**src/rtl/srsh_pkg.sv**
```systemverilog
package srsh_pkg;

    // Count region chosen by the decoder; each selects its own datapath.
    typedef enum logic [1:0] {
        RGN_PASS = 2'd0,  // count of zero
        RGN_NEAR = 2'd1,  // shift within one word
        RGN_FAR  = 2'd2,  // shift crossing a full word
        RGN_ALL  = 2'd3   // shift past both words
    } region_t;

endpackage

```
**src/rtl/srsh_region.sv**
```systemverilog
module srsh_region
    import srsh_pkg::*;
#(
    parameter int WORD_W = 64,
    parameter int CNT_W  = 8
) (
    input  logic [CNT_W-1:0] cnt_i,
    output region_t          region_o
);

    localparam logic [CNT_W-1:0] NEAR_LIM = CNT_W'(WORD_W);
    localparam logic [CNT_W-1:0] FAR_LIM  = CNT_W'(2 * WORD_W);

    always_comb begin
        if (cnt_i == '0)
            region_o = RGN_PASS;
        else if (cnt_i < NEAR_LIM)
            region_o = RGN_NEAR;
        else if (cnt_i < FAR_LIM)
            region_o = RGN_FAR;
        else
            region_o = RGN_ALL;
    end

endmodule

```
**src/rtl/srsh_core.sv**
```systemverilog
module srsh_core
    import srsh_pkg::*;
#(
    parameter  int WORD_W = 64,
    localparam int SH_W   = $clog2(WORD_W)
) (
    input  logic              clk,
    input  logic              rst_n,
    input  logic [WORD_W-1:0] hi_i,
    input  logic [WORD_W-1:0] lo_i,
    input  logic [SH_W-1:0]   sh_i,
    input  region_t           region_i,
    output logic [WORD_W-1:0] hi_o,
    output logic [WORD_W-1:0] lo_o
);

    // Word width is a power of two, so the in-word amount for both the
    // near and far regions is the low SH_W bits of the count.
    logic [WORD_W-1:0] drop_mask;
    logic [SH_W-1:0]   fill_sh;
    logic [WORD_W-1:0] near_hi, near_lo, far_lo;
    logic              near_stk, far_stk, all_stk;

    always_comb begin
        drop_mask = ~({WORD_W{1'b1}} << sh_i);
        fill_sh   = SH_W'(0) - sh_i;  // WORD_W - sh for sh in 1..WORD_W-1
        near_hi   = hi_i >> sh_i;
        near_lo   = (lo_i >> sh_i) | (hi_i << fill_sh);
        near_stk  = |(lo_i & drop_mask);
        far_lo    = hi_i >> sh_i;
        far_stk   = (|lo_i) | (|(hi_i & drop_mask));
        all_stk   = (|hi_i) | (|lo_i);

        unique case (region_i)
            RGN_PASS: begin
                hi_o = hi_i;
                lo_o = lo_i;
            end
            RGN_NEAR: begin
                hi_o = near_hi;
                lo_o = {near_lo[WORD_W-1:1], near_lo[0] | near_stk};
            end
            RGN_FAR: begin
                hi_o = '0;
                lo_o = {far_lo[WORD_W-1:1], far_lo[0] | far_stk};
            end
            default: begin
                hi_o = '0;
                lo_o = {{(WORD_W-1){1'b0}}, all_stk};
            end
        endcase
    end

    AST_PASS_UNCHANGED: assert property (@(posedge clk) disable iff (!rst_n)
        (region_i == RGN_PASS) |-> (hi_o == hi_i && lo_o == lo_i));
    AST_UPPER_CLEARED: assert property (@(posedge clk) disable iff (!rst_n)
        (region_i == RGN_FAR || region_i == RGN_ALL) |-> (hi_o == '0));
    AST_ALL_ONLY_LSB: assert property (@(posedge clk) disable iff (!rst_n)
        (region_i == RGN_ALL) |-> (lo_o[WORD_W-1:1] == '0));
    AST_NONZERO_KEPT: assert property (@(posedge clk) disable iff (!rst_n)
        ({hi_i, lo_i} != '0) |-> ({hi_o, lo_o} != '0));
    AST_NEAR_NO_GAIN: assert property (@(posedge clk) disable iff (!rst_n)
        (region_i == RGN_NEAR) |-> ($countones(hi_o) <= $countones(hi_i)));

endmodule

```
**src/rtl/srsh_top.sv**
```systemverilog
module srsh_top
    import srsh_pkg::*;
#(
    parameter  int WORD_W  = 64,
    parameter  int CNT_W   = 8,
    parameter  bit IN_REG  = 1'b0,
    parameter  bit OUT_REG = 1'b0,
    localparam int SH_W    = $clog2(WORD_W)
) (
    input  logic              clk,
    input  logic              rst_n,
    input  logic [WORD_W-1:0] hi_i,
    input  logic [WORD_W-1:0] lo_i,
    input  logic [CNT_W-1:0]  cnt_i,
    output logic [WORD_W-1:0] hi_o,
    output logic [WORD_W-1:0] lo_o
);

    typedef struct packed {
        logic [WORD_W-1:0] hi;
        logic [WORD_W-1:0] lo;
        logic [CNT_W-1:0]  cnt;
    } opnd_t;

    typedef struct packed {
        logic [WORD_W-1:0] hi;
        logic [WORD_W-1:0] lo;
    } rslt_t;

    opnd_t   opnd_d, opnd_q;
    rslt_t   rslt_d, rslt_q;
    region_t region;
    logic [WORD_W-1:0] core_hi, core_lo;

    always_comb begin
        opnd_d.hi  = hi_i;
        opnd_d.lo  = lo_i;
        opnd_d.cnt = cnt_i;
    end

    generate
        if (IN_REG) begin : g_in_reg
            always_ff @(posedge clk or negedge rst_n) begin
                if (!rst_n) opnd_q <= '0;
                else        opnd_q <= opnd_d;
            end
        end else begin : g_in_wire
            assign opnd_q = opnd_d;
        end
    endgenerate

    srsh_region #(
        .WORD_W (WORD_W),
        .CNT_W  (CNT_W)
    ) u_region (
        .cnt_i    (opnd_q.cnt),
        .region_o (region)
    );

    srsh_core #(
        .WORD_W (WORD_W)
    ) u_core (
        .clk      (clk),
        .rst_n    (rst_n),
        .hi_i     (opnd_q.hi),
        .lo_i     (opnd_q.lo),
        .sh_i     (opnd_q.cnt[SH_W-1:0]),
        .region_i (region),
        .hi_o     (core_hi),
        .lo_o     (core_lo)
    );

    always_comb begin
        rslt_d.hi = core_hi;
        rslt_d.lo = core_lo;
    end

    generate
        if (OUT_REG) begin : g_out_reg
            always_ff @(posedge clk or negedge rst_n) begin
                if (!rst_n) rslt_q <= '0;
                else        rslt_q <= rslt_d;
            end
        end else begin : g_out_wire
            assign rslt_q = rslt_d;
        end
    endgenerate

    assign hi_o = rslt_q.hi;
    assign lo_o = rslt_q.lo;

endmodule

```
**config.mk**
```make
export PLATFORM = sky130hd
export DESIGN_NAME = srsh_top
export DESIGN_NICKNAME = d
export VERILOG_FILES = /design/src/rtl/srsh_pkg.sv /design/src/rtl/srsh_region.sv /design/src/rtl/srsh_core.sv /design/src/rtl/srsh_top.sv
export SDC_FILE = /design/constraint.sdc
export NUM_CORES = 1
export LEC_CHECK = 0
export ABC_AREA = 1
export BUFFER_PORTS_ARGS = -buffer_cell sky130_fd_sc_hd__buf_2
export CELL_PAD_IN_SITES_DETAIL_PLACEMENT = 0
export CELL_PAD_IN_SITES_GLOBAL_PLACEMENT = 2
export CORE_UTILIZATION = 27
export DETAILED_ROUTE_END_ITERATION = 8
export MAX_ROUTING_LAYER = met4
export PLACE_DENSITY = 0.79
export SYNTH_ARGS = -nofsm -noshare
export SYNTH_HDL_FRONTEND = slang
export SYNTH_SLANG_ARGS = --single-unit
export TNS_END_PERCENT = 100
```
**constraint.sdc**
```tcl
create_clock -name vclk -period 3.93
set_clock_uncertainty 0.2 [all_clocks]
set_input_delay 0.5895 -clock vclk [all_inputs]
set_output_delay 0.5895 -clock vclk [all_outputs]
set_load 0.05 [all_outputs]
```
* Word level (Yosys, flattened, before mapping)
Cells that the tools add are included. W data, S select, Z words.
Word-level totals: word-level logic and storage cells 28, register bits 0, output and inout port bits 128
Operators by class: multiplexer cells 5, bitwise gates (word level) 8, shift-type cells 4, magnitude comparators 2, equality and inequality tests 2, add/sub/neg operators 1, reduce and logical (&&, ||, !) cells 6
Operator list (number):
- $reduce_or A64 Y1 | 4
- $pmux W64 S3 | 1
- $and A64 B64 Y64 | 2
- $pmux W64 S2 | 1
- $shr A64 B6 Y64 | 2
- $not A64 Y64 | 1
- $or A64 B64 Y64 | 1
- $shl A64 B6 Y64 | 1
- $shl A64 B6 Y64 const A | 1
- $logic_not A8 Y1 | 1
- $lt A8 B7 Y1 const B | 1
- $lt A8 B8 Y1 const B | 1
- $sub A1 B6 Y6 const A | 1
- $mux W2 | 2
- $or A1 B1 Y1 | 4
- $eq A2 B1 Y1 const B | 1
- $eq A2 B2 Y1 const B | 1
- $logic_not A2 Y1 | 1
- $mux W1 | 1

* Longest topological paths before layout
Gate-level depths: netlist of the first run.
word-level depth 7, depth in mapped cells 19

* Hierarchy
From an unflattened synthesis of the first run, not the netlist that was laid out.
Second synthesis, totals: cell total of the unflattened synthesis 3355, area, all modules 15290.9 µm²
By module, submodules not included:
- srsh_core | area each 15247.1 µm², seq. area each 0.0 µm², times used 1, cells each 3344
- srsh_region | area each 43.8 µm², seq. area each 0.0 µm², times used 1, cells each 11

* Worst setup path after synthesis of the first run
Ideal clock, no wire load.
kind input -> output, start input port cnt_i[0], end output port lo_o[62], arrival time 3.101 ns, slack 0.039 ns, stages 17, buffers on the path 6, path through buf_6 inv_4 buf_4 buf_2 ha_1 ha_1 clkbuf_1 clkbuf_1 clkbuf_1 nand2_1 nand3_1 nand3_1 o21ai_1 nand2_1 nand3_1 nand2_1 nand2_1
Between the ends: cells in the longest elaborated chain, start to end 6, elaborated cells on any way between the ends 15, classes of those cells add/sub: 1; order compare: 2; eq/ne: 2; shift: 3; mux: 4; bitwise: 1; reduce/logical: 2
RTL lines:
- start, declared | line srsh_top.sv:14 | input logic [CNT_W-1:0] cnt_i,
- parallel branches: the longest is 5 deep, another holds $sub A1 B6 Y6
- $pmux W64 S3 (*) | line srsh_core.sv:34 | unique case (region_i)
- end, declared | line srsh_top.sv:16 | output logic [WORD_W-1:0] lo_o
Every way passes the cells marked *.

* Worst setup path in the final report of the first run
start input port cnt_i[0], end output port lo_o[3]
Same word-level chain as after synthesis.

==> impl_metrics.json, run 1 <==
{
  "run_status": "complete, but fails checks",
  "violations": "setup timing",
  "drt-wirelength-per-cell_um": 31.0,
  "layout-drive-gt1-share": 0.205,
  "achievable-frequency_mhz": 254,
  "synth_cell_types": 44,
  "congestion_overflow_gr": 0,
  "place_hpwl_um": 116000,
  "mapped_avg_cell_area_um2": 4.58,
  "synth_fp_nets": 3473,
  "powerDensity_nw_per_um2": 203,
  "syn_area_um2": 15200,
  "area_growth_pct": 38.7,
  "detail_route.vias_per_cell": 5.85,
  "clockBufferCount": 0,
  "worstSetupPathType": "input port to output pin",
  "pwr-share-comb": 1.000,
  "post_dp_cell_area_um2": 20900,
  "setup_ws_ns": -0.0139,
  "most_used_cells_in_the_layout_excluding_fill_and_tap_cells": "1345 x sky130_fd_sc_hd__nand2_1, 843 x sky130_fd_sc_hd__nand3_1, 400 x sky130_fd_sc_hd__buf_4",
  "crit_start": "cnt_i[0]",
  "tightest_slew_ns": 1.16,
  "cts.hold.buffers_added": 0,
  "fp.coreArea_um2": 55400,
  "period_minus_slack_ns": 3.94,
  "vdd_ir_drop_max_mv": 0.105,
  "fillCellCount": 6692,
  "min_path_type": "input port to output pin",
  "die_x_um": 239,
  "initialDrtViolationCount": 3973,
  "route.final.wire_length_um": 141000,
  "row_count": 86,
  "routabilityCongestion": 1.09,
  "crit_path_start_kind": "input port",
  "hold_viol_final": 0,
  "num-nets-final": 3948,
  "grt.total_usage": 0.495,
  "fp.dieH_um": 239,
  "rsz_0062_raised_after_global_routing": "yes",
  "worstPathMaxFanout": 41,
  "maxCapViolations": 0,
  "pre_cts_slack_ns": -0.0422,
  "setup_viol": 2,
  "drc": 0,
  "drt-pass1-iter-count": 6,
  "routed_antenna_nets": 0,
  "layout_commonest_cell": "sky130_fd_sc_hd__nand2_1",
  "period_share": 1.00,
  "worst_slew_margin_rel": 0.223,
  "share_clk_of_total_power": 0,
  "combined_area_of_the_multi_input_logic_cells_um2": 13600,
  "endpoint_kind": "output pin",
  "register_area_um2": 0,
  "hold_path_startpoint": "hi_i[10]",
  "port_buffers": 264,
  "syn-instance-count": 3328,
  "cellLeakagePower_uw": 0.0111,
  "die-area_um2": 57400,
  "finalMaxSlewViolations": 0,
  "fin_setup_tns_ns": -0.0264,
  "arrival_ns": 3.15,
  "floorplan.initialDensity": 0.275,
  "synth.yosys.seq_area_share": 0,
  "post-route-cell-area_um2": 21100,
  "grt_pass1_vias": 24200,
  "first_pass_grt_wire_length_um": 192000,
  "antenna_found_initial": 7,
  "power.total_uw": 4300,
  "number_of_top_level_pins": 266,
  "p_sw_frac": 0.683,
  "required_ns": 3.14,
  "num_vias": 26700,
  "power_report.internal_total_uw": 1360,
  "seq_power_share": 0,
  "synth.yosys.warnings": 0,
  "net-switching-power_uw": 2940,
  "n_sequential_cell": 0,
  "grt_start_max_net_pins": 105
}
-- metrics by stage --
| stage | cells | utilization | hold WS [ns] |
|---|---|---|---|
| final | 4556 | 0.381 | 1.46 |
| after global routing | 4556 | 0.381 | 1.49 |
| after CTS | 4548 | 0.377 | 1.46 |
| after detailed placement | 4548 | 0.377 | 1.46 |
| after global placement | 4548 | 0.377 | 1.46 |
| after floorplan | 3328 | - | 1.30 |
-- worst paths after layout --
path                  cells past startpoint  endpoint  slack, ns
worst max-delay path                     16   lo_o[3]      -0.01
worst min-delay path                      4  hi_o[10]       1.46
-- worst max-delay path, stage by stage --
cell                      delay (ns)
sky130_fd_sc_hd__buf_6          0.11
sky130_fd_sc_hd__buf_12         0.18
sky130_fd_sc_hd__buf_4          0.20
sky130_fd_sc_hd__o21ai_0        0.47
sky130_fd_sc_hd__nand2_1        0.10
sky130_fd_sc_hd__nand2_1        0.10
sky130_fd_sc_hd__nand2_1        0.06
sky130_fd_sc_hd__nand2_1        0.09
sky130_fd_sc_hd__inv_1          0.06
sky130_fd_sc_hd__nand2_1        0.07
sky130_fd_sc_hd__nand3_1        0.28
sky130_fd_sc_hd__nand3_1        0.24
sky130_fd_sc_hd__nand2_1        0.11
sky130_fd_sc_hd__nand2_1        0.12
sky130_fd_sc_hd__nand3_1        0.11
sky130_fd_sc_hd__buf_2          0.23
-- cell usage after synthesis, types with 21 or more instances --
library cell | number | area share
sky130_fd_sc_hd__nand4_1 | 24 | 0.0099
sky130_fd_sc_hd__a21oi_1 | 85 | 0.028
sky130_fd_sc_hd__nand3_1 | 852 | 0.28
sky130_fd_sc_hd__buf_1 | 49 | 0.012
sky130_fd_sc_hd__o21ai_0 | 163 | 0.054
sky130_fd_sc_hd__clkbuf_1 | 62 | 0.015
sky130_fd_sc_hd__nor2_1 | 153 | 0.038
sky130_fd_sc_hd__o21ai_1 | 58 | 0.019
sky130_fd_sc_hd__o21a_1 | 23 | 0.011
sky130_fd_sc_hd__buf_4 | 21 | 0.010
sky130_fd_sc_hd__buf_2 | 97 | 0.032
sky130_fd_sc_hd__nand2_1 | 1358 | 0.33
sky130_fd_sc_hd__inv_1 | 153 | 0.038
sky130_fd_sc_hd__mux2i_1 | 43 | 0.028
sky130_fd_sc_hd__o211ai_1 | 31 | 0.015
-- power by group through the flow --
stage	clock network (uW)	registers (uW)	logic, uW
floorplan	0	0	2010
global route	0.000285	0	4450
global placement	0	0	4060
finish	0.000289	0	4300
CTS	0	0	4060
detailed placement	0	0	4050
-- cell families (layout without fill, tap and decap cells) --
family	Yosys count	in the layout	synth area share
AND/OR/NAND/NOR	2464	2464	0.696
AO/OA/AOI/OAI	409	409	0.151
buffers and inverters	405	878	0.119
multiplexers	43	43	0.0283
adder cells (fa/ha/maj)	7	7	0.00575
other	0	7	0
-- cell type report --
cell class	instances	share of cell area
multi-input combinational	2923	0.643
timing repair buffer	713	0.282
tap	748	0.0443
inverter	165	0.0300
antenna	7	0.000829
-- metal layers --
layer | wire length, um | GRT usage | vias to the layer above
met1 | 58600 | 0.638 | 12400
met5 | 0 | - | -
li1 | - | - | 12100
met2 | 53700 | 0.648 | 1759
met4 | 11600 | 0.336 | 0
met3 | 17400 | 0.150 | 362
-- repair_timing --
item | CTS | global route
endpoints found under the setup margin | 3 | 44
pin swaps | 0 | 2
resized for setup | 1 | 60
buffers inserted | 0 | 0
gates cloned | 0 | 1
No activity file was read; power rests on OpenSTA's default activity.
==> run 2, diff against run 1 <==
Settings changed: MAX_ROUTING_LAYER met4 to unset.
==> impl_metrics.json, run 2 (synthesis gave the netlist of run 1 again) <==
{
  "port_buffers": 264,
  "die_x_um": 239,
  "grt.total_usage": 0.461,
  "worst_path_largest_cell_delay_ns": 0.50,
  "finalMaxSlewViolations": 0,
  "run_status": "complete, but fails checks",
  "worstSetupPathType": "input port to output pin",
  "area_growth_pct": 35.4,
  "n_sequential_cell": 0,
  "fp.dieH_um": 239,
  "cellLeakagePower_uw": 0.0108,
  "period_share": 1.00,
  "worst_slew_margin_rel": 0.144,
  "route.final.wire_length_um": 136000,
  "arrival_ns": 3.15,
  "achievable-frequency_mhz": 254,
  "number_of_top_level_pins": 266,
  "routabilityCongestion": 1.08,
  "cts.hold.buffers_added": 0,
  "drt-wirelength-per-cell_um": 30.2,
  "layout-drive-gt1-share": 0.194,
  "register_area_um2": 0,
  "post_cts_sizing": 0,
  "floorplan.initialDensity": 0.275,
  "powerDensity_nw_per_um2": 201,
  "cpMostUsedCell": "sky130_fd_sc_hd__buf_4",
  "row_count": 86,
  "pre_cts_slack_ns": 0.0779,
  "clockBufferCount": 0,
  "postCtsSetupBuffers": 0,
  "grt_start_max_net_pins": 81,
  "die-area_um2": 57400,
  "period_minus_slack_ns": 3.94,
  "setup_viol": 6,
  "cp_num_buf_inv": 7,
  "timing.critical_path.slowest_stage_cell": "sky130_fd_sc_hd__o22ai_1",
  "congestion_overflow_gr": 0,
  "first_pass_grt_wire_length_um": 186000,
  "initialDrtViolationCount": 4430,
  "worstPathMaxFanout": 12,
  "endpoint_kind": "output pin",
  "layout_commonest_cell": "sky130_fd_sc_hd__nand2_1",
  "setup_ws_ns": -0.0128,
  "num-nets-final": 3905,
  "fillCellCount": 6684,
  "min_path_type": "input port to output pin",
  "rsz_0062_raised_after_global_routing": "yes",
  "combined_area_of_the_multi_input_logic_cells_um2": 13500,
  "power.total_uw": 4140,
  "critPathTopFamily": "buffers and inverters",
  "worstPathCellList": "buf_4 -> buf_4 -> nor2_4 -> nand2_1 -> buf_4 -> nor3_4 -> inv_2 -> buf_4 -> o22ai_1 -> inv_1 -> nand2_1 -> buf_12",
  "routed_antenna_nets": 0,
  "tightest_slew_ns": 1.28,
  "fp.coreArea_um2": 55400,
  "required_ns": 3.14,
  "grt_pass1_vias": 24200,
  "detail_route.vias_per_cell": 5.93,
  "vdd_ir_drop_max_mv": 0.0926,
  "num_vias": 26700,
  "most_used_cells_in_the_layout_excluding_fill_and_tap_cells": "1352 x sky130_fd_sc_hd__nand2_1, 848 x sky130_fd_sc_hd__nand3_1, 367 x sky130_fd_sc_hd__buf_4",
  "maxCapViolations": 0,
  "violations": "setup timing",
  "hold_viol_final": 0,
  "drc": 0,
  "crit_path_start_kind": "input port",
  "antenna_found_initial": 6,
  "drt-pass1-iter-count": 9,
  "place_hpwl_um": 113000
}
-- run 2: stage by stage --
| step | cell area (um^2) | hold slack [ns] | std cells | setup TNS (ns) | utilization |
|---|---|---|---|---|---|
| finish | 20600 | 1.45 | 4509 | -0.0457 | 0.372 |
| global route | 20600 | 1.47 | 4506 | -0.125 | 0.372 |
| CTS | 20500 | 1.45 | 4506 | 0 | 0.370 |
| detailed placement | 20500 | 1.45 | 4506 | 0 | 0.370 |
| global placement | 20500 | 1.45 | 4506 | 0 | 0.370 |
| floorplan | 15200 | 1.30 | 3328 | 0 | - |
-- run 2: path summary, 6_finish.rpt --
| path | endpoint | cells past startpoint | from |
|---|---|---|---|
| setup / recovery | lo_o[63] | 12 | cnt_i[3] |
| hold / removal | hi_o[35] | 4 | hi_i[35] |
-- run 2: power breakdown --
group / total, uW / internal [uW] / switching [uW]
clock: 0.000172 / 0.000172 / 0
combinational: 4140 / 1290 / 2850
sequential: 0 / 0 / 0
total: 4140 / 1290 / 2850
-- run 2: layout make-up --
cell class                      count  area share
Antenna cell                        3    0.000364
Inverter                          165      0.0306
Multi-Input combinational cell   2923       0.656
Tap cell                          748      0.0454
Timing Repair Buffer              670       0.268
-- run 2: metal layers --
layer | global-route usage | up-vias | wire length [um]
met5 | 0 | - | 42
met4 | 0.306 | 6 | 10900
met3 | 0.0998 | 389 | 15600
met2 | 0.653 | 1916 | 53800
met1 | 0.619 | 12400 | 55700
li1 | - | 12000 | -
